**config.mk**
```make
export PLATFORM = sky130hd
export DESIGN_NAME = ind_ptr_unit
export DESIGN_NICKNAME = d
export VERILOG_FILES = /design/src/rtl/ind_ptr_pkg.sv /design/src/rtl/ind_alias_decode.sv /design/src/rtl/ind_ptr_step.sv /design/src/rtl/ind_ptr_unit.sv
export SDC_FILE = /design/constraint.sdc
export NUM_CORES = 1
export LEC_CHECK = 0
export BUFFER_PORTS_ARGS = -buffer_cell sky130_fd_sc_hd__buf_2
export CAP_MARGIN = 40
export CORE_ASPECT_RATIO = 1.2
export CORE_UTILIZATION = 52
export CTS_CLUSTER_SIZE = 40
export DETAILED_ROUTE_END_ITERATION = 16
export GPL_TIMING_DRIVEN = 0
export HOLD_SLACK_MARGIN = 0.15
export PLACE_DENSITY = 0.8
export SYNTH_ARGS = -nofsm -noshare
export SYNTH_HDL_FRONTEND = slang
export SYNTH_HIERARCHICAL = 1
export SYNTH_SLANG_ARGS = --single-unit
export TNS_END_PERCENT = 100
```
**constraint.sdc**
```tcl
create_clock -name clk -period 4.85 [get_ports clk]
set_clock_uncertainty 0.1 [all_clocks]
set_input_delay 0.2425 -clock clk [delete_from_list [all_inputs] [get_ports clk]]
set_output_delay 0.2425 -clock clk [all_outputs]
set_load 0.01 [all_outputs]
```
**src/rtl/ind_ptr_pkg.sv**
```systemverilog
package ind_ptr_pkg;
    typedef enum logic [1:0] {
        PM_PLAIN    = 2'd0,
        PM_POST_INC = 2'd1,
        PM_POST_DEC = 2'd2,
        PM_PRE_INC  = 2'd3
    } ptr_mode_e;

    typedef enum logic {
        PSEL_A = 1'b0,
        PSEL_B = 1'b1
    } ptr_sel_e;
endpackage

```
**src/rtl/ind_alias_decode.sv**
```systemverilog
module ind_alias_decode
    import ind_ptr_pkg::*;
#(
    parameter int ADDR_W = 9
) (
    input  logic [ADDR_W-1:0] field,
    output logic              hit,
    output ptr_sel_e          sel,
    output ptr_mode_e         mode
);
    // the alias window is the top eight addresses, aligned on eight
    assign hit  = &field[ADDR_W-1:3];
    assign sel  = ptr_sel_e'(field[2]);
    assign mode = ptr_mode_e'(field[1:0]);
endmodule

```
**src/rtl/ind_ptr_step.sv**
```systemverilog
module ind_ptr_step
    import ind_ptr_pkg::*;
#(
    parameter int ADDR_W = 9
) (
    input  logic [ADDR_W-1:0] cur,
    input  ptr_mode_e         mode,
    output logic [ADDR_W-1:0] addr,
    output logic [ADDR_W-1:0] nxt
);
    localparam logic [ADDR_W-1:0] ONE = ADDR_W'(1);

    always_comb begin
        addr = cur;
        nxt  = cur;
        unique case (mode)
            PM_PLAIN:    nxt = cur;
            PM_POST_INC: nxt = cur + ONE;
            PM_POST_DEC: nxt = cur - ONE;
            PM_PRE_INC: begin
                nxt  = cur + ONE;
                addr = cur + ONE;
            end
            default:     nxt = cur;
        endcase
    end
endmodule

```
**src/rtl/ind_ptr_unit.sv**
```systemverilog
module ind_ptr_unit
    import ind_ptr_pkg::*;
#(
    parameter int ADDR_W = 9
) (
    input  logic              clk,
    input  logic              rst_n,
    input  logic              instr_valid,
    input  logic [ADDR_W-1:0] dst_field,
    input  logic [ADDR_W-1:0] src_field,
    input  logic              ptr_wr_en,
    input  logic              ptr_wr_sel,
    input  logic [ADDR_W-1:0] ptr_wr_data,
    output logic [ADDR_W-1:0] dst_eff,
    output logic [ADDR_W-1:0] src_eff,
    output logic              eff_valid,
    output logic [ADDR_W-1:0] ptr_a,
    output logic [ADDR_W-1:0] ptr_b
);
    localparam int NFIELD = 2;

    typedef struct packed {
        logic [ADDR_W-1:0] pa;
        logic [ADDR_W-1:0] pb;
        logic [ADDR_W-1:0] deff;
        logic [ADDR_W-1:0] seff;
        logic              ev;
    } state_t;

    state_t st_q, st_d;

    logic [ADDR_W-1:0] fld    [NFIELD];
    logic              hit    [NFIELD];
    ptr_sel_e          sel    [NFIELD];
    ptr_mode_e         mode   [NFIELD];

    assign fld[0] = dst_field;
    assign fld[1] = src_field;

    for (genvar i = 0; i < NFIELD; i++) begin : g_dec
        ind_alias_decode #(.ADDR_W(ADDR_W)) u_dec (
            .field (fld[i]),
            .hit   (hit[i]),
            .sel   (sel[i]),
            .mode  (mode[i])
        );
    end

    // destination resolves first on the registered pointers
    logic [ADDR_W-1:0] d_cur, d_addr, d_nxt;
    logic [ADDR_W-1:0] pa_mid, pb_mid;
    assign d_cur = (sel[0] == PSEL_B) ? st_q.pb : st_q.pa;

    ind_ptr_step #(.ADDR_W(ADDR_W)) u_dstep (
        .cur  (d_cur),
        .mode (mode[0]),
        .addr (d_addr),
        .nxt  (d_nxt)
    );

    assign pa_mid = (hit[0] && sel[0] == PSEL_A) ? d_nxt : st_q.pa;
    assign pb_mid = (hit[0] && sel[0] == PSEL_B) ? d_nxt : st_q.pb;

    // source resolves on the values left by the destination
    logic [ADDR_W-1:0] s_cur, s_addr, s_nxt;
    assign s_cur = (sel[1] == PSEL_B) ? pb_mid : pa_mid;

    ind_ptr_step #(.ADDR_W(ADDR_W)) u_sstep (
        .cur  (s_cur),
        .mode (mode[1]),
        .addr (s_addr),
        .nxt  (s_nxt)
    );

    always_comb begin
        st_d    = st_q;
        st_d.ev = instr_valid;
        if (instr_valid) begin
            st_d.deff = hit[0] ? d_addr : dst_field;
            st_d.seff = hit[1] ? s_addr : src_field;
            st_d.pa   = (hit[1] && sel[1] == PSEL_A) ? s_nxt : pa_mid;
            st_d.pb   = (hit[1] && sel[1] == PSEL_B) ? s_nxt : pb_mid;
        end
        if (ptr_wr_en) begin
            if (ptr_wr_sel) st_d.pb = ptr_wr_data;
            else            st_d.pa = ptr_wr_data;
        end
    end

    always_ff @(posedge clk or negedge rst_n) begin
        if (!rst_n) st_q <= '0;
        else        st_q <= st_d;
    end

    assign dst_eff   = st_q.deff;
    assign src_eff   = st_q.seff;
    assign eff_valid = st_q.ev;
    assign ptr_a     = st_q.pa;
    assign ptr_b     = st_q.pb;
endmodule

```
# ---- After elaboration in Yosys (flattened, before gate mapping)
# Cells that the tools add are included.
dict set report classes {
  n_addsub 4
  mul 0
  div_mod_pow 0
  magnitude_cmp 0
  eq_ne 6
  shift 0
  mux 16
  bitwise 2
  n_reduce_logical 10
}
# operator count
set ops {}
lappend ops {{$mux W9} 12}
lappend ops {{$pmux W9 S3} 2}
lappend ops {{$mux W36} 1}
lappend ops {{$add A9 B1 Y9 const B} 2}
lappend ops {{$mux W18} 1}
lappend ops {{$sub A9 B1 Y9 const B} 2}
lappend ops {{$reduce_and A6 Y1} 2}
lappend ops {{$eq A2 B2 Y1 const B} 4}
lappend ops {{$eq A2 B1 Y1 const B} 2}
lappend ops {{$logic_and A1 B1 Y1} 4}
lappend ops {{$logic_not A2 Y1} 2}
lappend ops {{$reduce_or A2 Y1} 2}
lappend ops {{$not A1 Y1} 2}
dict set report word_totals {
  regBits 37
  latch_bits 0
  ram_bits 0
  romBits 0
  input_bits 32
  output_inout_bits 37
  memories 0
}

# ---- Depth between registers and ports, before layout
dict set report logic_depth {
  word_depth 11
  ltp_mapped 17
}

# ---- Modules after synthesis
# Netlist, hierarchy kept.
# module n_inst cells_each area_each_um2 seq_area_each_um2
set by_module_without_submodules {}
lappend by_module_without_submodules {ind_ptr_unit 1 265 2611.3 925.9}
lappend by_module_without_submodules {ind_ptr_step 2 72 516.7 0.0}
lappend by_module_without_submodules {ind_alias_decode 2 6 36.3 0.0}

# ---- Worst setup path after synthesis
# OpenSTA, ideal clock, no wires.
dict set report synth_path {
  kind {input-to-reg}
  start {input dst_field[2]}
  end {register st_q, in the netlist ptr_b[8]}
  setup_ps 91
  arrival_ps 3278
  t_required_ps 4659
  path_slack_ps 1381
  stages 15
  path_buffers 5
  path_cell_list {buf_4 buf_6 buf_6 mux2_1 buf_6 nor3b_1 a32oi_1 xnor2_1 o221a_1 clkbuf_8 or4_4 or4_1 nand4_1 inv_1 o221ai_1}
}
# item line_no
set synth_lines {}
lappend synth_lines {{start: declaration} ind_ptr_unit.sv:9} ;# input logic [ADDR_W-1:0] dst_field,
lappend synth_lines {{end signal: assignment} ind_ptr_unit.sv:92} ;# else st_q <= st_d;
lappend synth_lines {{end: declaration} ind_ptr_unit.sv:30} ;# state_t st_q, st_d;

==> results.sh <==
export IMPL_vias=3690
export IMPL_critPathSlowestCell="or4b_2"
export IMPL_area_growth_pct=17.9
export IMPL_finalCritPeriodShare_pct=81.6
export IMPL_antenna_found_initial=0
export IMPL_crit_fanout=10
export IMPL_row_count=33
export IMPL_critPathKind="input pin to register"
export IMPL_startpoint_type="input pin"
export IMPL_maxSlewHeadroom_pct=58.3
export IMPL_ys_warn_count=6
export IMPL_synthArstFlopShare_pct=100
export IMPL_fmax_ghz=0.253
export IMPL_synth_area_um2=3720
export IMPL_cp_slowest_stage_delay_ps=680
export IMPL_cts_buffers=5
export IMPL_drc_errors=0
export IMPL_drtIter0Drc=305
export IMPL_grt_use_total_pct=30.6
export IMPL_post_cts_buffers=0
export IMPL_required_ps=4950
export IMPL_grt_remaining_overflow=0
export IMPL_vias_per_cell=6.19
export IMPL_dieArea_um2=7490
export IMPL_drive_gt1_share_pct=25.9
export IMPL_worst_pin_slew_ps=622
export IMPL_synthFlopType="dfrtp_1"
export IMPL_clock_path_buffers=2
export IMPL_dieHeight_um=94.6
export IMPL_grt_pass1_wl_um=17900
export IMPL_utilization_pct=64.0
export IMPL_cp_arrival_ps=4060
export IMPL_clock_power_share_pct=19.7
export IMPL_num_nets_final=544
export IMPL_p_per_area_nw_per_um2=261
export IMPL_p_sw_uw=463
export IMPL_ys_types=47
export IMPL_end_kind="register"
export IMPL_htreeDepth=2
export IMPL_port_buffers=68
export IMPL_ctsRootBufferMaster="clkbuf_8"
export IMPL_multi_input_area_um2=2390
export IMPL_combPwrFrac_pct=46.2
export IMPL_regArea_um2=926
export IMPL_min_period_ps=3960
export IMPL_antenna_left=0
export IMPL_wire_per_inst_um=18.2
export IMPL_start_util_pct=54.2
export IMPL_finalHoldViolCount=0
export IMPL_clkTransAtPathRegs_ps=90
export IMPL_final_fill_count=608
export IMPL_globalplace_congestion=0.972
export IMPL_cts_tree="yes"
export IMPL_dr_pass1_iters=5
export IMPL_core_um2=6850
export IMPL_rsz0062_at_grt="no"
export IMPL_p_leak_nw=1.95
export IMPL_grt_pass1_vias=3711
export IMPL_ys_seq_elements=37
export IMPL_chipWidth_um=79.2
export IMPL_drv_cap=0
export IMPL_ios=69
export IMPL_final_setup_tns_ps=0
export IMPL_vdd_ir_drop_max_mv=0.150
export IMPL_syn_avg_cell_area_um2=8.83
export IMPL_final_setup_viol_count=0
export IMPL_antenna_cells=0
export IMPL_clk_latency_ps=300
export IMPL_outcome="finished, final reports clean"
export IMPL_slew_violations=0
export IMPL_grt_max_degree=38
export IMPL_power_share_switching_pct=40.4
export IMPL_synth_nets=457
export IMPL_place_detailed_hpwl_um=8060
export IMPL_path_cells="buf_2 -> buf_4 -> buf_6 -> buf_6 -> mux2_1 -> inv_1 -> ha_1 -> nand2_1 -> o21ai_0 -> o21ai_0 -> o221a_1 -> ha_1 -> nand3_1 -> or4b_2 -> nand4_1 -> inv_1 -> o221ai_1"
export IMPL_wl_um=10900
export IMPL_internal_power_uw=682
export IMPL_hp_class="input pin to register"
export IMPL_synth_edff_count=0
export IMPL_ys_seq_area_share_pct=24.9
export IMPL_cts_sinks=37
export IMPL_synth_cells=421
export IMPL_seq_power_share_pct=34.1
==> per-layer routing <==
| metal | GRT usage [%] | wire length (um) | up-vias |
|---|---|---|---|
| li1 | - | - | 1691 |
| met4 | 14.2 | 317 | 0 |
| met2 | 53.2 | 5380 | 205 |
| met5 | 0 | 0 | - |
| met1 | 38.3 | 4480 | 1756 |
| met3 | 2.51 | 699 | 38 |
==> final timing paths <==
| check | from | to | slack [ps] | cells after the start |
|---|---|---|---|---|
| max in group asynchronous | rst_n | ptr_b[6] | 4110 | 3 |
| hold / removal | dst_field[1] | dst_eff[1] | 160 | 3 |
| setup / recovery | dst_field[2] | ptr_b[8] | 890 | 17 |
| min in group asynchronous | rst_n | src_eff[3] | 340 | 3 |
| hold reg to reg | dst_eff[7] | dst_eff[7] | 420 | 2 |
| setup reg to reg | ptr_b[0] | ptr_b[8] | 930 | 13 |
==> layout by cell type, fill, tap and decap left out, drive strengths merged, types with 13 or more instances in the layout <==
| cell | instances |
|---|---|
| buf | 100 |
| mux2i | 56 |
| a21oi | 40 |
| dfrtp | 37 |
| nor2 | 35 |
| xnor2 | 23 |
| inv | 22 |
| nor2b | 21 |
| nand2 | 20 |
| o221ai | 18 |
| nand3 | 18 |
| clkbuf | 13 |
==> critical path, delay by kind of cell <==
| family | cells | cell delay (ps) |
|---|---|---|
| fa+ha+maj | 2 | 510 |
| mux | 1 | 460 |
| simple gates | 4 | 1050 |
| buf+inv | 6 | 700 |
| compound gates | 4 | 1090 |
==> stage by stage <==
step | worst slack [ps] | total power [mW] | instance area, um^2 | hold slack (ps) | std cells
6_report | 893 | 1.14 | 4380 | 159 | 596
4_1_cts | 1020 | 1.14 | 4380 | 163 | 596
3_5_place_dp | 698 | 0.905 | 4190 | 125 | 577
3_3_place_gp | 821 | 0.884 | 4170 | 289 | 576
2_1_floorplan | 1380 | 0.745 | 3720 | -153 | 421
5_1_grt | 688 | 1.20 | 4380 | 181 | 596
==> synth_stat cells, types with 4 or more instances <==
cell type | n | area share (%)
nand4_1 | 6 | 1.0
dfrtp_1 | 37 | 25
nor2_1 | 35 | 3.5
xor2_1 | 6 | 1.4
inv_1 | 22 | 2.2
nor2b_1 | 21 | 3.5
o221a_1 | 7 | 2.1
nand3_1 | 16 | 2.2
mux2_1 | 9 | 2.7
o221ai_1 | 18 | 4.2
o21ai_0 | 8 | 1.1
a21oi_1 | 40 | 5.4
xnor2_1 | 23 | 5.4
and4_1 | 6 | 1.4
nand2_1 | 18 | 1.8
clkbuf_1 | 5 | 0.50
buf_4 | 9 | 1.8
buf_6 | 9 | 2.7
buf_2 | 13 | 1.8
ha_1 | 4 | 1.3
mux2i_1 | 56 | 15
nor3b_1 | 11 | 2.2
==> power groups by stage <==
stage / combinational, mW / clock, mW / sequential, mW
2_1_floorplan: 0.342 / 0 / 0.403
3_3_place_gp: 0.491 / 0 / 0.393
3_5_place_dp: 0.510 / 0 / 0.394
4_1_cts: 0.521 / 0.226 / 0.389
5_1_grt: 0.574 / 0.234 / 0.395
6_report: 0.528 / 0.226 / 0.391
==> what timing repair did <==
action                    in CTS  in global routing
gates resized for setup        0                  0
hold endpoints to repair      55                  0
hold buffers                  11                  0
==> cells by family (layout without fill, tap and decap cells) <==
group | after synthesis | in the layout | synth area share (%)
muxes | 67 | 67 | 18.4
xor gates and xnor gates | 29 | 29 | 6.83
adders and majority gates | 4 | 4 | 1.35
AOI/OAI and AO/OA | 83 | 83 | 15.0
and+or+nand+nor | 139 | 139 | 22.7
buffers and inverters | 62 | 150 | 10.8
DFF | 37 | 37 | 24.9
==> flip-flops by register name (all words and copies together), names as in the netlist <==
name	count
dst_eff	9
eff_valid	1
ptr_a	9
ptr_b	9
src_eff	9
==> cell type report <==
cell class	count	share of cell area, %
clock buffer	6	1.66
inverter	22	1.88
tap	87	2.48
timing repair buffer	80	10.7
multi-input combinational	322	54.5
clock inverter	2	0.342
sequential	37	21.1
buffer	40	7.25
Power figures use the tool's default switching activity.
